## config.mk

```make
export PLATFORM = sky130hd
export DESIGN_NAME = cal_corrector
export DESIGN_NICKNAME = d
export VERILOG_FILES = /design/src/rtl/cal_corr_pkg.sv /design/src/rtl/cal_corr_offset.sv /design/src/rtl/cal_corr_gain.sv /design/src/rtl/cal_corrector.sv
export SDC_FILE = /design/constraint.sdc
export NUM_CORES = 2
export LEC_CHECK = 0
export CORE_MARGIN = 5
export CORE_UTILIZATION = 60
export DETAILED_ROUTE_END_ITERATION = 8
export PLACE_DENSITY = 0.77
export SKIP_CTS_REPAIR_TIMING = 1
export SLEW_MARGIN = 20
export SYNTH_ARGS = -nofsm -noshare
export SYNTH_HDL_FRONTEND = slang
export SYNTH_SLANG_ARGS = --single-unit
```

## constraint.sdc

```tcl
create_clock -name clk -period 21 [get_ports clk]
set_input_delay 4.2 -clock clk [delete_from_list [all_inputs] [get_ports clk]]
set_output_delay 4.2 -clock clk [all_outputs]
set_load 0.03 [all_outputs]
```

## src/rtl/cal_corr_pkg.sv

```systemverilog
package cal_corr_pkg;

  // Offset step, in sample LSBs scaled by 2^fb: 0.05 * 2^dw / 2^(cw-1).
  function automatic int off_step(input int dw, input int cw, input int fb);
    return ((1 << (dw - cw + 1 + fb)) * 5 + 50) / 100;
  endfunction

  // Gain step, scaled by 2^gb: 0.025 / 2^(cw-1).
  function automatic int gain_step(input int cw, input int gb);
    return ((1 << (gb - cw + 1)) * 25 + 500) / 1000;
  endfunction

endpackage

```

## src/rtl/cal_corr_offset.sv

```systemverilog
module cal_corr_offset #(
  parameter int DW = 14,
  parameter int CW = 14,
  parameter int FB = 16,
  localparam int XW = DW + FB + 2
) (
  input  logic                 clk,
  input  logic                 rst_n,
  input  logic                 in_valid,
  input  logic [DW-1:0]        in_sample,
  input  logic [CW-1:0]        off_code,
  output logic                 v1,
  output logic signed [XW-1:0] x1
);
  localparam int K = cal_corr_pkg::off_step(DW, CW, FB);
  localparam logic signed [XW-1:0] KS = XW'(K);

  function automatic logic signed [XW-1:0] corrected(input logic [DW-1:0] s,
                                                     input logic [CW-1:0] c);
    logic signed [CW:0]   d;
    logic signed [XW-1:0] base;
    d    = $signed({1'b0, c}) - $signed({2'b01, {(CW-1){1'b0}}});
    base = $signed(XW'({1'b0, s})) <<< FB;
    return base + XW'(d) * KS;
  endfunction

  always_ff @(posedge clk) begin
    if (!rst_n) begin
      v1 <= 1'b0;
      x1 <= '0;
    end else begin
      v1 <= in_valid;
      if (in_valid) x1 <= corrected(in_sample, off_code);
    end
  end
endmodule

```

## src/rtl/cal_corr_gain.sv

```systemverilog
module cal_corr_gain #(
  parameter int DW = 14,
  parameter int CW = 14,
  parameter int FB = 16,
  parameter int GB = 28,
  localparam int XW = DW + FB + 2,
  localparam int GW = GB + 2,
  localparam int PW = XW + GW,
  localparam int SH = FB + GB
) (
  input  logic                 clk,
  input  logic                 rst_n,
  input  logic                 v1,
  input  logic signed [XW-1:0] x1,
  input  logic [CW-1:0]        gain_code,
  output logic                 sat_hi,
  output logic                 sat_lo,
  output logic                 out_valid,
  output logic [DW-1:0]        out_data
);
  localparam int GK = cal_corr_pkg::gain_step(CW, GB);
  localparam logic signed [GW-1:0] GKS  = GW'(GK);
  localparam logic signed [GW-1:0] ONE  = GW'(1) <<< GB;
  localparam logic signed [PW-1:0] HALF = PW'(1) <<< (SH - 1);
  localparam logic signed [PW-1:0] MAXV = (PW'(1) <<< DW) - PW'(1);

  function automatic logic signed [GW-1:0] factor(input logic [CW-1:0] c);
    logic signed [CW:0] d;
    d = $signed({1'b0, c}) - $signed({2'b01, {(CW-1){1'b0}}});
    return ONE + GW'(d) * GKS;
  endfunction

  function automatic logic signed [PW-1:0] scaled(input logic signed [XW-1:0] x,
                                                  input logic signed [GW-1:0] g);
    logic signed [PW-1:0] p;
    p = PW'(x) * PW'(g);
    return (p + HALF) >>> SH;
  endfunction

  logic signed [PW-1:0] r;
  logic [DW-1:0]        clamped;

  always_comb begin
    r       = scaled(x1, factor(gain_code));
    sat_lo  = r[PW-1];
    sat_hi  = !sat_lo && (r > MAXV);
    clamped = sat_lo ? '0 : (sat_hi ? '1 : r[DW-1:0]);
  end

  always_ff @(posedge clk) begin
    if (!rst_n) begin
      out_valid <= 1'b0;
      out_data  <= '0;
    end else begin
      out_valid <= v1;
      if (v1) out_data <= clamped;
    end
  end
endmodule

```

## src/rtl/cal_corrector.sv

```systemverilog
module cal_corrector #(
  parameter int DW = 14,
  parameter int CW = 14,
  parameter int FB = 16,
  parameter int GB = 28,
  localparam int XW = DW + FB + 2
) (
  input  logic          clk,
  input  logic          rst_n,
  input  logic          in_valid,
  input  logic [DW-1:0] in_sample,
  input  logic [CW-1:0] off_code,
  input  logic [CW-1:0] gain_code,
  output logic          out_valid,
  output logic [DW-1:0] out_data
);
  logic                 v1;
  logic signed [XW-1:0] x1;
  logic                 sat_hi;
  logic                 sat_lo;

  cal_corr_offset #(.DW(DW), .CW(CW), .FB(FB)) u_off (
    .clk(clk), .rst_n(rst_n), .in_valid(in_valid), .in_sample(in_sample),
    .off_code(off_code), .v1(v1), .x1(x1)
  );

  cal_corr_gain #(.DW(DW), .CW(CW), .FB(FB), .GB(GB)) u_gain (
    .clk(clk), .rst_n(rst_n), .v1(v1), .x1(x1), .gain_code(gain_code),
    .sat_hi(sat_hi), .sat_lo(sat_lo), .out_valid(out_valid), .out_data(out_data)
  );
endmodule

```

== Word level (Yosys, flattened, before mapping) ==
Index checks and enable logic that the tools add are counted.
Word-level totals
  register bits after elaboration: 48
  input bits: 45
  output and inout bits: 15
Operators by class
  $add $sub $neg: 5
  $mul: 3
  magnitude comparators: 1
  muxes and demuxes: 2
  reductions and logical operators: 2
Operators with widths (count)
  $add A62 B45 Y62 const B: 1
  $mul A32 B30 Y62: 1
  $add A31 B32 Y32: 1
  $add A30 B26 Y30 const A: 1
  $sub A14 B14 Y15 const B: 2
  $mul A15 B13 Y28 const B: 1
  $mux W14: 2
  $mul A15 B11 Y26 const B: 1
  $gt A18 B15 Y1 const B: 1
  $logic_and A1 B1 Y1: 1
  $logic_not A1 Y1: 1

== Depth between registers and ports, before layout ==
  depth after elaboration: 9
  gate-level depth with buffers: 48
  depth with buffers taken out: 45

== Cells and area by module ==
A second synthesis with hierarchy kept.
Second synthesis, totals
  cell total of the unflattened synthesis: 4806
  area, all modules: 42515.8 µm²
Modules (own cells, without submodules)
  cal_corr_gain: times used 1, cells an instance 4203, area an instance 37218.2 µm², seq. area each 300.3 µm²
  cal_corr_offset: times used 1, cells an instance 603, area an instance 5297.6 µm², seq. area each 640.6 µm²

== Worst setup path before layout ==
Ideal clock, no wire load.
  path type: in2reg
  start: input port gain_code[2]
  end: register u_gain.out_data[3]
  setup time: 0.066 ns
  data arrival time: 15.236 ns
  required time: 20.934 ns
  slack: 5.698 ns
  stages: 42
  buffers on the path: 2
  cell sequence: ha_1 -> fa_1 -> fa_1 -> inv_1 -> fa_1 -> fa_1 -> inv_1 -> ha_1 -> a21o_1 -> a21oi_1 -> nor3b_2 -> o21a_1 -> o21ai_0 -> a21oi_1 -> xnor2_1 -> clkbuf_1 -> nand2_1 -> fa_1 -> (+6 left out) -> fa_1 -> inv_1 -> fa_1 -> inv_1 -> fa_1 -> inv_1 -> ha_1 -> nand2_1 -> nor3_1 -> a32oi_1 -> nand3_1 -> mux2_2 -> o31a_1 -> and4_1 -> o22ai_2 -> buf_6 -> o21ai_2 -> a21boi_2
On the way
  cells in the longest elaborated chain, start to end: 9
Ends and longest elaborated chain
  start, declared: RTL line cal_corrector.sv:13  | input logic [CW-1:0] gain_code,
  $sub A14 B14 Y15 (*): RTL line cal_corr_gain.sv:29  | d = $signed({1'b0, c}) - $signed({2'b01, {(CW-1){1'b0}}});
  $mul A15 B11 Y26 (*): RTL line cal_corr_gain.sv:30  | return ONE + GW'(d) * GKS;
  $add A30 B26 Y30 (*): RTL line cal_corr_gain.sv:30
  $mul A32 B30 Y62 (*): RTL line cal_corr_gain.sv:36  | p = PW'(x) * PW'(g);
  $add A62 B45 Y62 (*): RTL line cal_corr_gain.sv:37  | return (p + HALF) >>> SH;
  $gt A18 B15 Y1 / $logic_not A1 Y1 (equally long branches): RTL line cal_corr_gain.sv:46  | sat_hi = !sat_lo && (r > MAXV);
  $logic_and A1 B1 Y1: RTL line cal_corr_gain.sv:46
  $mux W14: RTL line cal_corr_gain.sv:47  | clamped = sat_lo ? '0 : (sat_hi ? '1 : r[DW-1:0]);
  $mux W14 (*): RTL line cal_corr_gain.sv:47
  end signal, assigned: RTL line cal_corr_gain.sv:56  | if (v1) out_data <= clamped;
  end, declared: RTL line cal_corr_gain.sv:19  | output logic [DW-1:0] out_data
Mark *: on every way between the ends. The rest lies on a longest branch, timed or not.
A chain may end at the register's enable or synchronous reset.

== Final worst setup path ==
  start: input port gain_code[0]
  end: register u_gain.out_data[1]
Same word-level chain as after synthesis.

==> metrics.txt <==
outcome finished clean; count leader, synth inv_1; fraction of registers with async set/reset 0; grt met3 use 0.04723; Die X 272.9 µm; Max Cap Violations 0; Post-synth top cells 1303 x inv_1, 1062 x fa_1, 698 x nand2_1; Synth Register Bits 47; Synth Flop Type dfxtp_1; Final Max Tran Viols 0; busiest layer in global routing met2; fin crit share 0.8226; layout cell share with drive strength beyond 1 0.03253; worst hold stages 1; Synthesized Nets 6128; GR Util met1 0.3849; crit-path max cell delay 0.77 ns; clk_skew 0.01206 ns; Post-Syn Area 41460 µm²; total wire length 100400 µm; Placed Cells 5504; CTS H-tree depth 2; die area 74450 µm²; post-synthesis cell type count 76; RD Place Congestion 0.9257; clock buffer depth 2; Layout area overhead 4.044%; min Tclk post-route 17.27 ns; initial DRC count 1697; initial antenna violation count 0; starting density of the core 0.6044; # fillers 5700; DRC 0; total grt overflow 0; cts bufs inserted 5; vias per inst 5.458; CP max stage cell fa_1; Synth area leaders fa_1 51%, inv_1 12%, ha_1 11%, nand2_1 6.3%, and2_1 2.6%; maximum fanout along the worst path 33; RSZ-0062 raised after global routing false; Post-synth EDFFs 0; post-route ant nets 0; nets@finish 6046; GRT Overall Usage 0.2843; Most common cell on crit path fa_1; met2 usage 0.4854; FP Rows 96; DRT Pass-1 Iters 5; port bufs 59; vias in the first global route 33380; via count 30090; worst r2r path cells 26; Final Hold Fails 0; Arr. time, crit path 17.50 ns; Non-Filler Instances 5512; Setup TNS 0 ns; number of clock sinks 47; register area share after synthesis 0.02270; Seq. cell area 950.9 µm²; DP Wirelength 82840 µm; cells after synthesis 4662; endpoints failing setup 0; root buffer selected by CTS clkbuf_16; CTS tree yes; DIE HEIGHT 272.9 µm; clk_lat worst skew 0.31 ns; WP data required 21.23 ns; CP Class in -> reg; Core Area 68590 µm²; Clk pin slew, worst setup/hold paths 0.08 ns; first-pass GRT wire length 171200 µm; Hold Crit Class reg -> reg; Setup crit end kind flop; Inserted Diodes 0; syn avg cell area 8.892 µm²; startpoint types input port; Routed wire per std cell 18.21 µm; Slew headroom 0.3268; Tightest Pin Transition 1.004 ns; Fmax 57.89 MHz; pin count of the biggest net entering global routing 65; Ports 60; Multi-input gate area 34950 µm²; Ys Warns 0; Synth top area share 0.5128; area leader, netlist fa_1
## final cells by class
cell class / count / area share
clock inverter: 3 / 0.0006672
timing repair buffer: 117 / 0.02367
multi-input combinational: 3106 / 0.8103
tap: 931 / 0.02701
inverter: 1303 / 0.1134
sequential: 47 / 0.02205
clock buffer: 5 / 0.002901
## cells in the final DEF (no fill, tap or decap), types with 29 or more instances in the layout
| cell | instances |
|---|---|
| a21bo_2 | 29 |
| a21oi_1 | 113 |
| and2_1 | 173 |
| buf_4 | 58 |
| clkdlybuf4s50_1 | 58 |
| dfxtp_1 | 39 |
| fa_1 | 1062 |
| ha_1 | 359 |
| inv_1 | 1302 |
| mux2i_1 | 34 |
| nand2_1 | 698 |
| nand2b_1 | 45 |
| nand3_1 | 57 |
| nor2_1 | 76 |
| nor2b_1 | 64 |
| o21ai_0 | 58 |
| xnor2_1 | 60 |
## flip-flops by register name (all words and copies together) (netlist names)
signal / flops
u_off.v1: 1
u_gain.out_data: 14
u_off.x1: 31
u_gain.out_valid: 1
## path summary, 6_finish.rpt
check | from | slack, ns | end
setup / recovery | gain_code[0] | 3.73 | u_gain.out_data[1]
hold / removal | u_off.x1[13] | 0.48 | u_off.x1[13]
setup reg to reg | u_off.x1[31] | 11.40 | u_gain.out_data[1]
hold reg to reg | u_off.x1[13] | 0.48 | u_off.x1[13]
## worst max-delay path, delay by kind of cell
kind                     cells  cell delay [ns]
buffers and inverters        9             1.47
adder cells (fa/ha/maj)     15             7.54
multiplexers                 1             0.36
AND/OR/NAND/NOR              7             1.39
AO/OA/AOI/OAI                9             2.52
## routing by layer
metal,vias to the layer above,share of wire,wire length [µm]
li1,13360,-,-
met1,15400,0.41,41110
met2,1082,0.49,49430
met3,242,0.072,7269
met4,0,0.026,2586
met5,-,0,0
## logic make-up (layout without fill, tap and decap cells)
family                     Yosys count  in the layout  share of synthesized area
buffers and inverters             1509           1428                     0.1371
muxes                               36             36                   0.008753
adders and majority gates         1421           1421                     0.6212
AOI/OAI and AO/OA                  357            357                    0.05701
xor gates and xnor gates            97             97                    0.02049
and+or+nand+nor                   1195           1195                     0.1327
DFF                                 47             47                    0.02270
## stage by stage
step           setup slack [ns]  hold slack, ns  cell area [µm²]  utilization
6_report                  3.726          0.4849            43130       0.6289
5_1_grt                   2.939          0.5228            43130       0.6289
4_1_cts                   3.699          0.4881            43130       0.6289
3_5_place_dp              3.403          0.4718            42980       0.6266
3_3_place_gp              3.810          0.4615            42980       0.6266
2_1_floorplan             5.698          0.5018            41460            -
Power is not shown: default switching activity piles up to over one toggle a cycle in this logic, so the estimate is an artifact.
